<file path="src/rtl/reloc_seq_pkg.sv">
package reloc_seq_pkg;

    typedef enum logic [1:0] {
        MODE_RESET  = 2'b00,
        MODE_RELOC  = 2'b01,
        MODE_COPY   = 2'b10,
        MODE_CONFIG = 2'b11
    } op_mode_t;

    typedef enum logic [2:0] {
        ST_IDLE,
        ST_LAUNCH,
        ST_WAIT_PAIR,
        ST_KICK,
        ST_XFER,
        ST_ADVANCE,
        ST_FINISH
    } seq_state_t;

    typedef enum logic {
        SRC_GEN = 1'b0,
        SRC_BUF = 1'b1
    } src_sel_t;

    typedef enum logic [1:0] {
        DST_GEN = 2'b00,
        DST_BUF = 2'b01,
        DST_CFG = 2'b10
    } dst_sel_t;

endpackage

</file>
<file path="src/rtl/reloc_seq_fsm.sv">
module reloc_seq_fsm
    import reloc_seq_pkg::*;
#(
    parameter int REGION_W = 24
) (
    input  logic                clk,
    input  logic                rst_n,
    input  logic                start,
    input  op_mode_t            mode_req,
    input  logic [REGION_W-1:0] src_region_in,
    input  logic [REGION_W-1:0] dst_region_in,
    input  logic                pair_valid,
    input  logic                pair_last,
    input  logic                xfer_done,
    output op_mode_t            mode_q,
    output logic [REGION_W-1:0] src_region_q,
    output logic [REGION_W-1:0] dst_region_q,
    output logic                gen_start,
    output logic                rel_start,
    output logic                gen_go,
    output logic                buf_go,
    output logic                region_done,
    output logic                busy,
    output logic                cnt_clear
);

    seq_state_t state, state_nx;
    logic       last_q;
    logic       accept;

    assign accept = (state == ST_IDLE) && start;

    // state register and captured operation context
    always_ff @(posedge clk) begin
        if (!rst_n) begin
            state        <= ST_IDLE;
            mode_q       <= MODE_RESET;
            last_q       <= 1'b0;
            src_region_q <= '0;
            dst_region_q <= '0;
        end else begin
            state <= state_nx;
            if (accept) begin
                mode_q       <= mode_req;
                src_region_q <= src_region_in;
                dst_region_q <= dst_region_in;
            end
            if ((state == ST_WAIT_PAIR) && pair_valid) begin
                last_q <= pair_last;
            end
        end
    end

    // transitions
    always_comb begin
        state_nx = state;
        unique case (state)
            ST_IDLE:      if (accept && (mode_req != MODE_RESET)) state_nx = ST_LAUNCH;
            ST_LAUNCH:    state_nx = ST_WAIT_PAIR;
            ST_WAIT_PAIR: if (pair_valid) state_nx = ST_KICK;
            ST_KICK:      state_nx = ST_XFER;
            ST_XFER:      if (xfer_done) state_nx = ST_ADVANCE;
            ST_ADVANCE:   state_nx = last_q ? ST_FINISH : ST_WAIT_PAIR;
            ST_FINISH:    state_nx = ST_IDLE;
            default:      state_nx = ST_IDLE;
        endcase
    end

    // outputs
    always_comb begin
        gen_start   = 1'b0;
        rel_start   = 1'b0;
        gen_go      = 1'b0;
        buf_go      = 1'b0;
        region_done = 1'b0;
        busy        = (state != ST_IDLE);
        cnt_clear   = accept;
        unique case (state)
            ST_IDLE:      ;
            ST_LAUNCH:    gen_start = 1'b1;
            ST_WAIT_PAIR: ;
            ST_KICK:      rel_start = 1'b1;
            ST_XFER:      ;
            ST_ADVANCE: begin
                gen_go = 1'b1;
                buf_go = (mode_q == MODE_COPY) || (mode_q == MODE_CONFIG);
            end
            ST_FINISH:    region_done = 1'b1;
            default:      ;
        endcase
    end

    // handshake strobes never overlap
    a_r12_one_strobe: assert property (@(posedge clk) disable iff (!rst_n)
        $onehot0({gen_start, rel_start, gen_go, region_done}));

    // a relocator request only follows a presented pair
    a_r7_kick_after_pair: assert property (@(posedge clk) disable iff (!rst_n)
        $rose(rel_start) |-> $past(pair_valid));

    // completion only directly after a generator acknowledge
    a_r10_done_after_go: assert property (@(posedge clk) disable iff (!rst_n)
        region_done |-> $past(gen_go));

    // the stored mode does not move while an operation runs
    a_r11_mode_hold: assert property (@(posedge clk) disable iff (!rst_n)
        (busy && start) |=> $stable(mode_q));

endmodule

</file>
<file path="src/rtl/reloc_buf_addr.sv">
module reloc_buf_addr #(
    parameter  int DEPTH = 16384,
    localparam int AW    = (DEPTH > 1) ? $clog2(DEPTH) : 1
) (
    input  logic          clk,
    input  logic          rst_n,
    input  logic          hold,
    input  logic          clear,
    input  logic          step,
    output logic [AW-1:0] addr_q
);

    localparam bit POW2 = (DEPTH == (1 << AW));

    logic [AW-1:0] addr_nx;

    generate
        if (POW2) begin : g_wrap_free
            assign addr_nx = addr_q + 1'b1;
        end else begin : g_wrap_cmp
            assign addr_nx = (addr_q == AW'(DEPTH - 1)) ? '0 : addr_q + 1'b1;
        end
    endgenerate

    always_ff @(posedge clk) begin
        if (!rst_n) begin
            addr_q <= '0;
        end else if (hold || clear) begin
            addr_q <= '0;
        end else if (step) begin
            addr_q <= addr_nx;
        end
    end

    // one word per step, wrapping at the top of the buffer
    a_r9_step: assert property (@(posedge clk) disable iff (!rst_n)
        (step && !hold && !clear) |=>
            (addr_q == (($past(addr_q) == AW'(DEPTH - 1)) ? '0 : $past(addr_q) + 1'b1)));

    // held or cleared means zero next cycle
    a_r9_zero: assert property (@(posedge clk) disable iff (!rst_n)
        (hold || clear) |=> (addr_q == '0));

endmodule

</file>
<file path="src/rtl/reloc_route.sv">
module reloc_route
    import reloc_seq_pkg::*;
#(
    parameter int FRAME_W = 23,
    parameter int BAW     = 14,
    parameter int XA_W    = 23
) (
    input  op_mode_t           mode,
    input  logic [FRAME_W-1:0] gen_src,
    input  logic [FRAME_W-1:0] gen_dst,
    input  logic [FRAME_W-1:0] cfg_dst,
    input  logic [BAW-1:0]     buf_addr,
    output src_sel_t           src_sel,
    output dst_sel_t           dst_sel,
    output logic [XA_W-1:0]    src_addr,
    output logic [XA_W-1:0]    dst_addr
);

    logic [XA_W-1:0] buf_ext;

    generate
        if (XA_W > BAW) begin : g_buf_pad
            assign buf_ext = {{(XA_W - BAW){1'b0}}, buf_addr};
        end else begin : g_buf_same
            assign buf_ext = buf_addr[XA_W-1:0];
        end
    endgenerate

    always_comb begin
        src_sel  = SRC_GEN;
        dst_sel  = DST_GEN;
        src_addr = '0;
        dst_addr = '0;
        unique case (mode)
            MODE_RESET: ;
            MODE_RELOC: begin
                src_addr = XA_W'(gen_src);
                dst_addr = XA_W'(gen_dst);
            end
            MODE_COPY: begin
                src_addr = XA_W'(gen_src);
                dst_sel  = DST_BUF;
                dst_addr = buf_ext;
            end
            MODE_CONFIG: begin
                src_sel  = SRC_BUF;
                src_addr = buf_ext;
                dst_sel  = DST_CFG;
                dst_addr = XA_W'(cfg_dst);
            end
            default: ;
        endcase
    end

endmodule

</file>
<file path="src/rtl/reloc_seq_top.sv">
module reloc_seq_top
    import reloc_seq_pkg::*;
#(
    parameter  int REGION_W  = 24,
    parameter  int FRAME_W   = 23,
    parameter  int BUF_DEPTH = 16384,
    localparam int BAW       = (BUF_DEPTH > 1) ? $clog2(BUF_DEPTH) : 1,
    localparam int XA_W      = (FRAME_W > BAW) ? FRAME_W : BAW
) (
    input  logic                clk,
    input  logic                rst_n,
    input  logic [1:0]          mode_in,
    input  logic                start,
    input  logic [REGION_W-1:0] src_region,
    input  logic [REGION_W-1:0] dst_region,
    input  logic [FRAME_W-1:0]  cfg_frame_addr,
    input  logic                gen_pair_valid,
    input  logic                gen_last,
    input  logic [FRAME_W-1:0]  gen_src_fa,
    input  logic [FRAME_W-1:0]  gen_dst_fa,
    input  logic                rel_done,
    output logic                gen_rst,
    output logic                gen_start,
    output logic                gen_go,
    output logic [REGION_W-1:0] gen_src_region,
    output logic [REGION_W-1:0] gen_dst_region,
    output logic                rel_rst,
    output logic [1:0]          rel_mode,
    output logic                rel_start,
    output logic                rel_src_sel,
    output logic [1:0]          rel_dst_sel,
    output logic [XA_W-1:0]     rel_src_addr,
    output logic [XA_W-1:0]     rel_dst_addr,
    output logic                buf_rst,
    output logic                buf_wr,
    output logic                buf_go,
    output logic [BAW-1:0]      buf_addr,
    output logic                busy,
    output logic                region_done
);

    op_mode_t mode_q;
    logic     cnt_clear;
    logic     buf_hold;
    src_sel_t src_sel;
    dst_sel_t dst_sel;

    reloc_seq_fsm #(
        .REGION_W (REGION_W)
    ) u_fsm (
        .clk          (clk),
        .rst_n        (rst_n),
        .start        (start),
        .mode_req     (op_mode_t'(mode_in)),
        .src_region_in(src_region),
        .dst_region_in(dst_region),
        .pair_valid   (gen_pair_valid),
        .pair_last    (gen_last),
        .xfer_done    (rel_done),
        .mode_q       (mode_q),
        .src_region_q (gen_src_region),
        .dst_region_q (gen_dst_region),
        .gen_start    (gen_start),
        .rel_start    (rel_start),
        .gen_go       (gen_go),
        .buf_go       (buf_go),
        .region_done  (region_done),
        .busy         (busy),
        .cnt_clear    (cnt_clear)
    );

    // the buffer sits in reset outside copy and configure
    assign buf_hold = (mode_q == MODE_RESET) || (mode_q == MODE_RELOC);

    reloc_buf_addr #(
        .DEPTH (BUF_DEPTH)
    ) u_buf_addr (
        .clk    (clk),
        .rst_n  (rst_n),
        .hold   (buf_hold),
        .clear  (cnt_clear),
        .step   (buf_go),
        .addr_q (buf_addr)
    );

    reloc_route #(
        .FRAME_W (FRAME_W),
        .BAW     (BAW),
        .XA_W    (XA_W)
    ) u_route (
        .mode     (mode_q),
        .gen_src  (gen_src_fa),
        .gen_dst  (gen_dst_fa),
        .cfg_dst  (cfg_frame_addr),
        .buf_addr (buf_addr),
        .src_sel  (src_sel),
        .dst_sel  (dst_sel),
        .src_addr (rel_src_addr),
        .dst_addr (rel_dst_addr)
    );

    assign gen_rst     = (mode_q == MODE_RESET);
    assign rel_rst     = (mode_q == MODE_RESET);
    assign buf_rst     = buf_hold;
    assign buf_wr      = (mode_q == MODE_COPY);
    assign rel_mode    = mode_q;
    assign rel_src_sel = src_sel;
    assign rel_dst_sel = dst_sel;

    // a relocate pass never leaves the buffer active
    a_r3_buf_reset_reloc: assert property (@(posedge clk) disable iff (!rst_n)
        (rel_mode == 2'b01) |-> buf_rst);

    // no buffer step during relocate
    a_r8_no_step_reloc: assert property (@(posedge clk) disable iff (!rst_n)
        (rel_mode == 2'b01) |-> !buf_go);

    // nothing is busy or strobing while in reset mode
    a_r1_reset_quiet: assert property (@(posedge clk) disable iff (!rst_n)
        (rel_mode == 2'b00) |-> (!busy && !gen_go && !rel_start && buf_addr == '0));

endmodule

</file>
<file path="config.mk">
export PLATFORM = sky130hd
export DESIGN_NAME = reloc_seq_top
export DESIGN_NICKNAME = d
export VERILOG_FILES = /design/src/rtl/reloc_seq_pkg.sv /design/src/rtl/reloc_seq_fsm.sv /design/src/rtl/reloc_buf_addr.sv /design/src/rtl/reloc_route.sv /design/src/rtl/reloc_seq_top.sv
export SDC_FILE = /design/constraint.sdc
export NUM_CORES = 1
export LEC_CHECK = 0
export ABC_CLOCK_PERIOD_IN_PS = 1800
export BUFFER_PORTS_ARGS = -buffer_cell sky130_fd_sc_hd__buf_4
export CORE_MARGIN = 2
export CORE_UTILIZATION = 37
export DETAILED_ROUTE_END_ITERATION = 12
export HOLD_SLACK_MARGIN = 0.12
export PLACE_DENSITY = 0.81
export SYNTH_ARGS = -nofsm -noshare
export SYNTH_HDL_FRONTEND = slang
export SYNTH_SLANG_ARGS = --single-unit
</file>
<file path="constraint.sdc">
create_clock -name clk -period 1.8 [get_ports clk]
set_input_delay 0.27 -clock clk [delete_from_list [all_inputs] [get_ports clk]]
set_output_delay 0.27 -clock clk [all_outputs]
set_load 0.03 [all_outputs]
</file>
==> results by group, run 1 <==
Outcome
  – Status: finished, violations left
  – Failing checks: setup timing

Pwr
  – Pwr per Cell Area: 720 nW/um^2
  – Leakage component of the power: 2.85 nW
  – Maximum vdd drop: 0.740 mV

Logic synthesis
  – Area share of the largest cell type after synthesis: 40.5%
  – Most area-consuming cells after synthesis: dfxtp_1 (40%), nand2_1 (12%), a21boi_0 (9.1%), a222oi_1 (4.2%), nor2_1 (3.9%)
  – YS warnings: 0
  – Post-Syn Area per Cell: 8.03 um^2
  – Netlist area before placement: 3360 um^2
  – Leading area contributor after synthesis: dfxtp_1
  – Post-Syn Nets: 550
  – Sequential fraction of the synthesis area: 40.5%
  – Instance count of the mapped netlist: 419
  – Netlist cell types: 38
  – Synth Register Bits: 68

Timing
  – Worst slew margin relative to its limit: 68.9%
  – Sum of negative setup slack: -9.00 ns
  – Smallest hold slack: 0.181 ns
  – Slew of the pin with the lowest slew margin: 0.467 ns
  – Final Max Slew Viols: 0
  – Achievable Freq: 468 MHz
  – Unrepaired setup endpoints after global routing: true
  – Endpoints failing setup: 52
  – Largest clock skew in the final design: 0.00678 ns
  – Shortest clock period the worst path allows after layout: 2.14 ns
  – Crit share post-route: 119%
  – Count of final hold-check violations: 0
  – Post-route setup slack: -0.336 ns

Detailed routing
  – Routed wire per std cell: 17.3 um
  – Count of vias placed by the detailed router: 4,219
  – Sum of routed wire length over all layers: 13,800 um
  – Detailed-router iteration count before antenna repair: 5
  – Detail-routed via count per cell: 5.28
  – Residual DRC: 0
  – DR iter-0 viols: 191
  – Number of nets with antenna violations after routing: 0

Min path
  – Worst min-delay path startpoint: dst_region[22]
  – Hold Crit Class: input pin to flip-flop

Die
  – Total number of placement rows: 34
  – Y dimension of the die: 99.4 um
  – Placeable core region: 8760 um^2
  – Starting density of the core: 38.4%
  – # IOs: 248
  – X dimension of the die: 99.4 um
  – Overall die area: 9870 um^2

Cells and area
  – Count of fill cells added during filler insertion: 635
  – Final Cell Area: 6300 um^2
  – Multi-input combinational cell area: 2030 um^2
  – Total inserted antenna cells: 0
  – Most used cells in the layout excluding fill and tap cells: buf_4 (226), nand2_1 (109), dfxtp_1 (66), buf_6 (57), a21boi_0 (41)
  – Final Util: 71.9%
  – Layout overhead on the synthesized area: 87.4%
  – Layout Nets: 817
  – Sequential standard cell area: 1370 um^2
  – Ratio of cells with drive above 1 in the final layout: 55.0%
  – Most frequent standard cell in the layout excluding fill and tap cells: buf_4

Critical path
  – Endpoint required time on the critical path: 1.53 ns
  – Critical path launch point type: flip-flop
  – Launch instance of the worst register-to-register path: u_fsm.mode_q[0]$_SDFFE_PN0P_
  – Critical setup path kind: flip-flop to output port
  – Signal arrival time at the worst endpoint: 1.87 ns
  – Worst setup path startpoint: u_fsm.mode_q[0]$_SDFFE_PN0P_
  – Biggest fanout along the worst timing path: 8
  – Crit end category: output port

Place
  – Total of buffers placed on input and output ports: 247
  – Post-Place Setup Slack: -0.357 ns
  – Placed cell areas: 5520 um^2
  – Placer congestion estimate: 0.897
  – Post-DP HPWL: 9330 um

Clocking
  – Clock tree sinks: 68
  – Number of levels the H-tree was split into: 3
  – Buffer cell driving the clock tree root: clkbuf_8
  – Clock Tree Buf Depth: 2
  – TritonCTS clock tree: built
  – Num CTS Buffers: 9
  – Clk pin slew, worst setup/hold paths: 0.07 ns
  – Worst skew pair latency: 0.34 ns

Job
  – Number of max-cap violations: 0

Global route
  – Largest net degree at the start of global routing: 37
  – Total gr overflow: 0
  – Via count of the first global-routing pass: 3,967
  – Global-route wire length before repair: 19,600 um
  – Initial antenna violation count: 0
  – Overall fraction of global-route tracks in use: 24.8%
report_power, final:
part | total (W) | switching, W | internal [W]
logic | 0.00169 | 0.000930 | 0.000756
clock network | 0.00116 | 0.000585 | 0.000575
registers | 0.00169 | 0.0000679 | 0.00163
total | 0.00454 | 0.00158 | 0.00296
per-stage QoR:
step | total power (W) | instances
global placement | 0.00319 | 763
CTS | 0.00451 | 788
global route | 0.00476 | 799
detailed placement | 0.00323 | 763
floorplan | 0.00257 | 419
finish | 0.00454 | 799
critical path, stage by stage (launching register included):
cell and delay (ns):
dfxtp_4 0.37, inv_4 0.03, buf_6 0.11, ha_4 0.18, buf_8 0.14, a222oi_1 0.48, nor2_2 0.07, buf_6 0.15
registers in the layout (all words and copies together), names as in the netlist:
signal and cells:
u_buf_addr.addr_q 14, u_fsm.dst_region_q 24, u_fsm.last_q 1, u_fsm.mode_q 2, u_fsm.src_region_q 24, u_fsm.state 3
cells in the mapped netlist:
cell	number
clkbuf_1	23
o21a_1	2
o31ai_1	3
o21ai_0	3
mux2i_1	1
o211ai_1	1
buf_6	1
buf_2	7
nor2b_1	5
nand3b_1	1
and3b_1	1
nand4b_2	1
nor3_1	2
buf_4	7
a22o_1	14
a21oi_1	8
a22oi_1	9
a21boi_1	10
or4_1	3
a21boi_0	41
nand3_1	6
nand4_1	1
inv_1	7
or2_1	1
and2_1	10
o22ai_1	1
nor3b_1	3
and4_1	1
o211a_1	2
nand2_1	109
or3_1	2
ha_1	6
xor2_1	3
and3_1	2
nor2_1	35
dfxtp_1	68
xnor2_1	5
a222oi_1	14
cells by family (layout without fill, tap and decap cells):
| logic type | after synthesis | count (layout) | synth area share (%) |
|---|---|---|---|
| XOR/XNOR | 8 | 8 | 2.08 |
| adder cells (fa/ha/maj) | 6 | 6 | 2.23 |
| buffers and inverters | 45 | 317 | 6.28 |
| AO/OA/AOI/OAI | 108 | 108 | 25.0 |
| multiplexers | 1 | 1 | 0.298 |
| flip-flops | 68 | 68 | 40.5 |
| AND/OR/NAND/NOR | 183 | 183 | 23.7 |
what timing repair did:
action                                 4_1_cts  5_1_grt
gates cloned                                 2        3
setup endpoints to repair                   54       56
gates resized for setup                     82       20
endpoints found under the hold margin        0        0
pin swaps                                   16       14
hold buffers                                 0        0
buffers inserted                             7        8
path summary, 6_finish.rpt:
path / end / slack [ns] / depth (start not counted)
worst max-delay path: rel_dst_addr[7] / -0.34 / 7
worst min-delay path: u_fsm.dst_region_q[22]$_SDFFE_PN0P_ / 0.18 / 3
worst max register to register: u_buf_addr.addr_q[9]$_SDFFE_PP0P_ / -0.14 / 8
worst min register to register: u_fsm.dst_region_q[21]$_SDFFE_PN0P_ / 0.46 / 2
final cells by class:
type / count / share of cell area, %
repair buffers: 294 / 40.5
multi-input cells: 306 / 32.2
flip-flops and latches: 68 / 21.7
clock buffers: 11 / 2.40
well taps: 108 / 2.14
clock inverters: 5 / 0.556
inverters: 7 / 0.496
layer usage:
metal | global-route usage, % | wire (um) | vias up
met5 | 0 | 0 | -
met4 | 8.64 | 605 | 0
met3 | 9.21 | 1320 | 51
met2 | 45.0 | 6940 | 234
met1 | 26.4 | 4960 | 1960
li1 | - | - | 1974
No activity file was read; power rests on OpenSTA's default activity.
==> inputs of run 2 (changes only) <==
--- a/config.mk
+++ b/config.mk
@@ -7,11 +7,13 @@
 export LEC_CHECK = 0
 export ABC_CLOCK_PERIOD_IN_PS = 1800
 export BUFFER_PORTS_ARGS = -buffer_cell sky130_fd_sc_hd__buf_4
+export CORE_ASPECT_RATIO = 1.2
 export CORE_MARGIN = 2
 export CORE_UTILIZATION = 37
 export DETAILED_ROUTE_END_ITERATION = 12
 export HOLD_SLACK_MARGIN = 0.12
 export PLACE_DENSITY = 0.81
+export REMOVE_ABC_BUFFERS = 1
 export SYNTH_ARGS = -nofsm -noshare
 export SYNTH_HDL_FRONTEND = slang
 export SYNTH_SLANG_ARGS = --single-unit
==> run 2 against run 1 <==
Effect of this change:
- the flow still finishes with violations (setup timing)
- setup slack improved by 0.054 ns
- cell count increased by 1.3%
- routed wire length decreased by 0.77%
- sequential power about the same
- non-clock buffer count decreased by 2
- total power increased by 1.5%
- first-iteration DRC count increased by 31%
- clock skew increased by 0.0038 ns
- clock power increased by 9%
- hold slack got worse by 0.0042 ns
==> results by group, run 2 (synthesis results as in run 1) <==
Pwr
  – Reported net switching power: 0.00154 W (was 0.00158 W)
  – Pwr per Cell Area: 761 nW/um^2 (was 720 nW/um^2)
  – Gate power share: 35.5% (was 37.1%)
  – Maximum vdd drop: 0.527 mV (was 0.740 mV)
  – Total chip power: 0.00461 W (was 0.00454 W)
  – Flop pwr share: 36.9% (was 37.3%)
  – Net switching share of the total power: 33.5% (was 34.9%)
  – Share of total power in the clock network: 27.6% (was 25.5%)
  – Power Internal: 0.00306 W (was 0.00296 W)
  – Leakage component of the power: 2.79 nW (was 2.85 nW)

Cells and area
  – Sequential standard cell area: 1370 um^2 (unchanged)
  – Most used cells in the layout excluding fill and tap cells: buf_4 (251), nand2_1 (108), dfxtp_1 (66), a21boi_0 (41), buf_6 (36) (was buf_4 (226), nand2_1 (109), dfxtp_1 (66), buf_6 (57), a21boi_0 (41))
  – Multi-input combinational cell area: 1910 um^2 (was 2030 um^2)
  – Layout Nets: 815 (was 817)
  – Most frequent standard cell in the layout excluding fill and tap cells: buf_4 (unchanged)
  – Top flop regs: u_fsm.dst_region_q (24), u_fsm.src_region_q (24), u_buf_addr.addr_q (14) (unchanged)
  – Count of fill cells added during filler insertion: 708 (was 635)
  – Total inserted antenna cells: 0 (unchanged)
  – Layout overhead on the synthesized area: 80.1% (was 87.4%)
  – Ratio of cells with drive above 1 in the final layout: 48.2% (was 55.0%)

Clocking
  – Number of levels the H-tree was split into: 3 (unchanged)
  – TritonCTS clock tree: built (unchanged)
  – Clock Tree Buf Depth: 2 (unchanged)
  – Clk pin slew, worst setup/hold paths: 0.08 ns (was 0.07 ns)
  – Worst skew pair latency: 0.34 ns (about the same)
  – Num CTS Buffers: 9 (unchanged)
  – Buffer cell driving the clock tree root: clkbuf_8 (unchanged)
  – Clock tree sinks: 68 (unchanged)

Global route
  – Grt met3 use: 9.97% (was 9.21%)
  – Initial antenna violation count: 0 (unchanged)
  – Via count of the first global-routing pass: 3,985 (was 3,967)
  – Global-route met2 utilization: 44.0% (was 45.0%)
  – Global-route wire length before repair: 20,200 um (was 19,600 um)
  – Met1 capacity usage during global routing: 30.3% (was 26.4%)
  – Most utilized layer in the global route result: met2 (unchanged)
  – Largest net degree at the start of global routing: 35 (was 37)
  – Overall fraction of global-route tracks in use: 26.0% (was 24.8%)
  – Total gr overflow: 0 (unchanged)

Detailed routing
  – DR iter-0 viols: 250 (was 191)
  – Detail-routed via count per cell: 5.15 (was 5.28)
  – Number of nets with antenna violations after routing: 0 (unchanged)
  – Residual DRC: 0 (unchanged)
  – Sum of routed wire length over all layers: 13,700 um (was 13,800 um)
  – Routed wire per std cell: 17.0 um (was 17.3 um)
  – Count of vias placed by the detailed router: 4,168 (was 4,219)
  – Detailed-router iteration count before antenna repair: 6 (was 5)

Job
  – Number of max-cap violations: 0 (unchanged)

Timing
  – Smallest hold slack: 0.177 ns (was 0.181 ns)
  – Post-route setup slack: -0.282 ns (was -0.336 ns)
  – Unrepaired setup endpoints after global routing: true (unchanged)
  – Endpoints failing setup: 50 (was 52)
  – Final Max Slew Viols: 0 (unchanged)
  – Shortest clock period the worst path allows after layout: 2.08 ns (was 2.14 ns)
  – Slew of the pin with the lowest slew margin: 0.413 ns (was 0.467 ns)
  – Achievable Freq: 480 MHz (was 468 MHz)
  – Crit share post-route: 116% (was 119%)
  – Largest clock skew in the final design: 0.0106 ns (was 0.00678 ns)
  – Worst slew margin relative to its limit: 72.5% (was 68.9%)
  – Count of final hold-check violations: 0 (unchanged)

Die
  – Total number of placement rows: 38 (was 34)
  – Starting density of the core: 37.6% (was 38.4%)
  – Placeable core region: 8940 um^2 (was 8760 um^2)
  – # IOs: 248 (unchanged)
  – Overall die area: 9880 um^2 (was 9870 um^2)
  – Y dimension of the die: 108 um (was 99.4 um)
  – X dimension of the die: 91.1 um (was 99.4 um)

Place
  – Placer congestion estimate: 0.859 (was 0.897)
  – Total of buffers placed on input and output ports: 247 (unchanged)
  – Post-DP HPWL: 9890 um (was 9330 um)

Critical path
  – Crit end category: output port (unchanged)
  – Cell with the biggest individual delay on the critical path: dfxtp_4 (was a222oi_1)
  – Critical path launch point type: flip-flop (unchanged)
  – Largest stage delay on the critical path: 0.40 ns (was 0.48 ns)
  – Biggest fanout along the worst timing path: 6 (was 8)
  – Signal arrival time at the worst endpoint: 1.81 ns (was 1.87 ns)
  – Critical setup path kind: flip-flop to output port (unchanged)
  – Cells along the critical path: inv_6 > ha_4 > nor2b_4 > clkbuf_16 > a22o_1 > buf_6 (was inv_4 > buf_6 > ha_4 > buf_8 > a222oi_1 > nor2_2 > buf_6)
  – Endpoint required time on the critical path: 1.53 ns (about the same)

Outcome
  – Status: finished, violations left (unchanged)
  – Failing checks: setup timing (unchanged)

Min path
  – Hold Crit Class: input pin to flip-flop (unchanged)
## run 2: cell types whose count changed in the layout (fill, tap and decap cells not counted), sizes merged
cell and change:
bufinv +1, clkinvlp -1, inv -1, clkbuf -1
## run 2: power groups by stage
stage / registers [W] / clock network (W) / logic, W
4_1_cts: 0.00170 / 0.00130 / 0.00160
3_5_place_dp: 0.00173 / 0 / 0.00147
2_1_floorplan: 0.00195 / 0 / 0.000507
3_3_place_gp: 0.00172 / 0 / 0.00145
5_1_grt: 0.00171 / 0.00135 / 0.00174
6_report: 0.00170 / 0.00127 / 0.00164
## run 2: critical path: cells and delay by family, from the launching register on
kind | cells | cell delay (ns)
AOI/OAI and AO/OA | 1 | 0.15
adders and majority gates | 1 | 0.25
DFF | 1 | 0.40
buffers and inverters | 3 | 0.39
and+or+nand+nor | 1 | 0.26
## run 2: final cells by class
cell class	instances	share of cell area, %
Clock buffer	12	2.56
Inverter	7	0.558
Multi-Input combinational cell	306	31.5
Sequential cell	68	22.6
Tap cell	120	2.48
Timing Repair Buffer	292	39.6
Clock inverter	4	0.785
## run 2: routing by layer
metal	share of wire [%]	vias up	wire length (um)
met2	48	231	6620
met1	39	1957	5360
met5	0	-	0
met3	11	17	1500
li1	-	1963	-
met4	1.8	0	249
## run 2: final timing paths
kind,to,from,slack (ns),cells after the start
max reg2reg,u_buf_addr.addr_q[12]$_SDFFE_PP0P_,u_fsm.mode_q[1]$_SDFFE_PN0P_,-0.04,6
min reg2reg,u_fsm.src_region_q[23]$_SDFFE_PN0P_,u_fsm.src_region_q[23]$_SDFFE_PN0P_,0.45,2
min,u_fsm.mode_q[0]$_SDFFE_PN0P_,mode_in[0],0.18,3
max,rel_src_addr[8],u_fsm.mode_q[1]$_SDFFE_PN0P_,-0.28,6
## run 2: per-stage QoR
stage                     setup TNS [ns]  cell area (um^2)  utilization [%]  instances  setup WS, ns
after global routing              -12.05              6060             67.8        809        -0.342
after global placement                 0              5450             60.9        779        0.0484
final                              -8.62              6060             67.8        809        -0.282
after floorplan                   -54.76              3180                -        381         -1.10
after CTS                          -8.91              5970             66.8        806        -0.260
after detailed placement         -0.0413              5450             60.9        779       -0.0324
## run 2: repair_timing
| action | CTS | global route |
|---|---|---|
| hold buffers | 0 | 0 |
| gates cloned | 3 | 1 |
| setup buffers | 8 | 3 |
| gates resized for setup | 58 | 17 |
| endpoints found under the setup margin | 53 | 55 |
| pin swaps | 20 | 29 |
==> inputs of run 3 (changes only) <==
--- a/config.mk
+++ b/config.mk
@@ -9,11 +9,12 @@
 export BUFFER_PORTS_ARGS = -buffer_cell sky130_fd_sc_hd__buf_4
 export CORE_ASPECT_RATIO = 1.2
 export CORE_MARGIN = 2
-export CORE_UTILIZATION = 37
+export CORE_UTILIZATION = 39
 export DETAILED_ROUTE_END_ITERATION = 12
 export HOLD_SLACK_MARGIN = 0.12
 export PLACE_DENSITY = 0.81
 export REMOVE_ABC_BUFFERS = 1
 export SYNTH_ARGS = -nofsm -noshare
 export SYNTH_HDL_FRONTEND = slang
+export SYNTH_HIERARCHICAL = 1
 export SYNTH_SLANG_ARGS = --single-unit
==> run 3 against run 2 <==
Effect of this change:
- synthesized area up 16%
- clock skew down 0.0066 ns
- sequential share of layout area down 2.2 points
- the flow still finishes with violations (setup timing)
- highest routed layer unchanged
- hold slack worse by 0.030 ns
- total power up 12%
==> results by group, run 3 <==
Outcome
  – Status: finished, violations left (unchanged)
  – Failing checks: setup timing (unchanged)

Logic synthesis
  – Post-Syn Area per Cell: 9.26 um^2 (was 8.03 um^2)
  – Post-synth EDFFs: 0 (unchanged)
  – Post-synthesis async set-or-reset flop share: 0% (unchanged)
  – Share of synthesized cell area in full adder, half adder and majority cells: 2.24% (was 2.23%)
  – YS warnings: 6 (was 0)
  – Area share of the largest cell type after synthesis: 34.8% (was 40.5%)
  – Synthesized-area fraction occupied by xor and xnor cells: 0.895% (was 2.08%)
  – Leading area contributor after synthesis: dfxtp_1 (unchanged)
  – Sequential fraction of the synthesis area: 34.8% (was 40.5%)
  – Most repeated cell in the gate-level netlist after synthesis: dfxtp_1 (was nand2_1)
  – Netlist area before placement: 3920 um^2 (was 3360 um^2)
  – Multiplexer area fraction after synthesis: 1.02% (was 0.298%)
  – Post-synthesis compound-gate area fraction: 22.3% (was 25.0%)
  – Netlist cell types: 43 (was 38)
  – Flip-flop cell with the highest count after synthesis: dfxtp_1 (unchanged)
  – Synth Register Bits: 68 (unchanged)
  – Simple-Gate Fraction of Synth Area: 30.9% (was 23.7%)
  – Instance count of the mapped netlist: 423 (was 419)
  – Post-synth top cells: dfxtp_1 (68), nand2_1 (60), nand3_2 (49), o21ai_2 (49), nor2_1 (33) (was nand2_1 (109), dfxtp_1 (68), a21boi_0 (41))
  – Most area-consuming cells after synthesis: dfxtp_1 (35%), nand3_2 (13%), o21ai_2 (11%), nand2_1 (5.8%), a222oi_1 (3.6%) (was dfxtp_1 (40%), nand2_1 (12%), a21boi_0 (9.1%), a222oi_1 (4.2%), nor2_1 (3.9%))
  – Dominant combinational cell family by area after synthesis: simple AND/OR/NAND/NOR gates (was compound AO/OA/AOI/OAI gates)

Pwr
  – Power Internal: 0.00338 W (was 0.00306 W)
  – Reported net switching power: 0.00179 W (was 0.00154 W)
  – Share of total power in the clock network: 30.5% (was 27.6%)
  – Total chip power: 0.00517 W (was 0.00461 W)
  – Flop pwr share: 33.1% (was 36.9%)
  – Net switching share of the total power: 34.7% (was 33.5%)
  – Pwr per Cell Area: 772 nW/um^2 (was 761 nW/um^2)
  – Maximum vdd drop: 0.527 mV (about the same)
  – Leakage component of the power: 2.91 nW (was 2.79 nW)
  – Gate power share: 36.4% (was 35.5%)

Critical path
  – R2r setup slk: 0.02 ns (was -0.04 ns)
  – Crit end category: output port (unchanged)
  – Endpoint required time on the critical path: 1.53 ns (about the same)
  – Critical setup path kind: flip-flop to output port (unchanged)
  – Signal arrival time at the worst endpoint: 1.85 ns (was 1.81 ns)
  – Launch instance of the worst register-to-register path: u_fsm/mode_q[1]$_SDFFE_PN0P_ (was u_fsm.mode_q[1]$_SDFFE_PN0P_)
  – Critical path launch point type: flip-flop (unchanged)
  – Worst setup path startpoint: u_fsm/mode_q[1]$_SDFFE_PN0P_ (was u_fsm.mode_q[1]$_SDFFE_PN0P_)
  – Biggest fanout along the worst timing path: 5 (was 6)

Min path
  – Worst min-delay path startpoint: dst_region[18] (was mode_in[0])
  – Hold Crit Class: input pin to flip-flop (unchanged)

Global route
  – Largest net degree at the start of global routing: 65 (was 35)
  – Overall fraction of global-route tracks in use: 24.9% (was 26.0%)
  – Initial antenna violation count: 0 (unchanged)
  – Via count of the first global-routing pass: 4,250 (was 3,985)
  – Total gr overflow: 0 (unchanged)
  – Global-route wire length before repair: 20,900 um (was 20,200 um)

Clocking
  – TritonCTS clock tree: built (unchanged)
  – Number of buffers added to fix hold violations after cts: 0 (unchanged)
  – Buffer cell driving the clock tree root: clkbuf_16 (was clkbuf_8)
  – Clock tree sinks: 68 (unchanged)
  – Clock Tree Buf Depth: 2 (unchanged)
  – Worst skew pair latency: 0.33 ns (was 0.34 ns)
  – Num CTS Buffers: 9 (unchanged)
  – Number of levels the H-tree was split into: 3 (unchanged)
  – Clk pin slew, worst setup/hold paths: 0.06 ns (was 0.08 ns)

Detailed routing
  – Detail-routed via count per cell: 5.46 (was 5.15)
  – Residual DRC: 0 (unchanged)
  – DR iter-0 viols: 336 (was 250)
  – Detailed-router iteration count before antenna repair: 6 (unchanged)
  – Count of vias placed by the detailed router: 4,495 (was 4,168)
  – Routed wire per std cell: 18.1 um (was 17.0 um)
  – Sum of routed wire length over all layers: 15,000 um (was 13,700 um)
  – Number of nets with antenna violations after routing: 0 (unchanged)

Timing
  – Post-route setup slack: -0.319 ns (was -0.282 ns)
  – Final Max Slew Viols: 0 (unchanged)
  – Crit share post-route: 118% (was 116%)
  – Endpoints failing setup: 46 (was 50)
  – Unrepaired setup endpoints after global routing: true (unchanged)
  – Achievable Freq: 472 MHz (was 480 MHz)
  – Slew of the pin with the lowest slew margin: 0.456 ns (was 0.413 ns)
  – Count of final hold-check violations: 0 (unchanged)
  – Shortest clock period the worst path allows after layout: 2.12 ns (was 2.08 ns)
  – Sum of negative setup slack: -8.64 ns (was -8.62 ns)
  – Largest clock skew in the final design: 0.00401 ns (was 0.0106 ns)
  – Worst slew margin relative to its limit: 69.6% (was 72.5%)

Die
  – # IOs: 248 (unchanged)
  – Total number of placement rows: 40 (was 38)
  – Starting density of the core: 39.5% (was 37.6%)
  – Overall die area: 10,900 um^2 (was 9880 um^2)
  – X dimension of the die: 95.5 um (was 91.1 um)
  – Y dimension of the die: 114 um (was 108 um)
  – Placeable core region: 9910 um^2 (was 8940 um^2)

Place
  – Placer congestion estimate: 0.938 (was 0.859)
  – Placed cell areas: 5930 um^2 (was 5450 um^2)
  – Total of buffers placed on input and output ports: 247 (unchanged)
  – Post-DP HPWL: 10,500 um (was 9890 um)

Cells and area
  – Layout Nets: 825 (was 815)
  – Ratio of cells with drive above 1 in the final layout: 64.5% (was 48.2%)
  – Top flop regs: u_fsm/dst_region_q (24), u_fsm/src_region_q (24), u_buf_addr/addr_q (14) (was u_fsm.dst_region_q (24), u_fsm.src_region_q (24), u_buf_addr.addr_q (14))
  – Final Cell Area: 6700 um^2 (was 6060 um^2)
  – Most used cells in the layout excluding fill and tap cells: buf_4 (254), dfxtp_1 (66), nand2_1 (60), nand3_2 (50), o21ai_2 (49) (was buf_4 (251), nand2_1 (108), dfxtp_1 (66), a21boi_0 (41), buf_6 (36))
  – Layout overhead on the synthesized area: 71.2% (was 80.1%)
  – Most frequent standard cell in the layout excluding fill and tap cells: buf_4 (unchanged)
  – Total inserted antenna cells: 0 (unchanged)

Job
  – Number of max-cap violations: 0 (unchanged)
==> run 3: cell count changes after synthesis, moves of 4 or more <==
cell and delta:
nand2_1 -49, a21boi_0 -41, o21ai_2 +49, buf_6 +5, xnor2_1 -4, a21boi_1 -10, buf_8 +5, buf_2 +8
clkbuf_1 -16, nand3_2 +49
==> run 3: kinds of logic (layout without fill, tap and decap cells) <==
kind of cell               Yosys count  after routing
buffers and inverters               45            319
AOI/OAI and AO/OA                  104            104
and+or+nand+nor                    191            192
muxes                                4              4
adders and majority gates            7              7
xor gates and xnor gates             4              4
DFF                                 68             68
==> run 3: metrics by stage <==
step	setup slack, ns	instances	util, %	hold slack [ns]
6_report	-0.319	824	67.6	0.147
3_5_place_dp	0.0135	787	59.8	0.452
5_1_grt	-0.334	824	67.6	0.147
4_1_cts	-0.245	813	65.6	0.137
2_1_floorplan	-4.03	384	-	0.388
3_3_place_gp	0.0603	787	59.8	0.438
==> run 3: routing by layer <==
layer  track usage [%]  routed length (um)  up-vias
met4              11.2                 702        0
met5                 0                   0        -
li1                  -                   -     2072
met3              9.91                1800       59
met1              25.8                5090     2081
met2              43.8                7370      283
==> run 3: critical path: stages, from the launching register on <==
cell	delay (ns)
dfxtp_4	0.35
buf_6	0.13
ha_4	0.19
buf_6	0.13
a222oi_1	0.44
nor2_1	0.10
buf_4	0.18
==> run 3: timing repair <==
| item | CTS | global route |
|---|---|---|
| gates resized for setup | 59 | 21 |
| gates cloned | 1 | 1 |
| setup buffers | 9 | 10 |
| setup endpoints to repair | 47 | 53 |
| hold endpoints to repair | 0 | 0 |
| pin swaps | 18 | 18 |
==> run 3: layout make-up <==
class                           instances  area, um^2
Timing Repair Buffer                  297        2460
Inverter                                6        22.5
Multi-Input combinational cell        311        2430
Clock buffer                           12         236
Clock inverter                          4        26.3
Fill cell                             739        3210
Tap cell                              126         158
Sequential cell                        68        1370
==> run 3: power groups by stage <==
stage / clock network (W) / registers [W] / logic (W)
2_1_floorplan: 0 / 0.00199 / 0.000672
3_3_place_gp: 0 / 0.00174 / 0.00170
3_5_place_dp: 0 / 0.00174 / 0.00172
4_1_cts: 0.00161 / 0.00172 / 0.00183
5_1_grt: 0.00166 / 0.00173 / 0.00199
6_report: 0.00158 / 0.00171 / 0.00188
==> run 3: final timing paths <==
| check | end | cells after the start |
|---|---|---|
| worst min-delay path | u_fsm/dst_region_q[18]$_SDFFE_PN0P_ | 3 |
| worst max-delay path | rel_dst_addr[10] | 6 |
| worst max register to register | u_buf_addr/addr_q[10]$_SDFFE_PP0P_ | 7 |
| worst min register to register | u_fsm/src_region_q[12]$_SDFFE_PN0P_ | 2 |
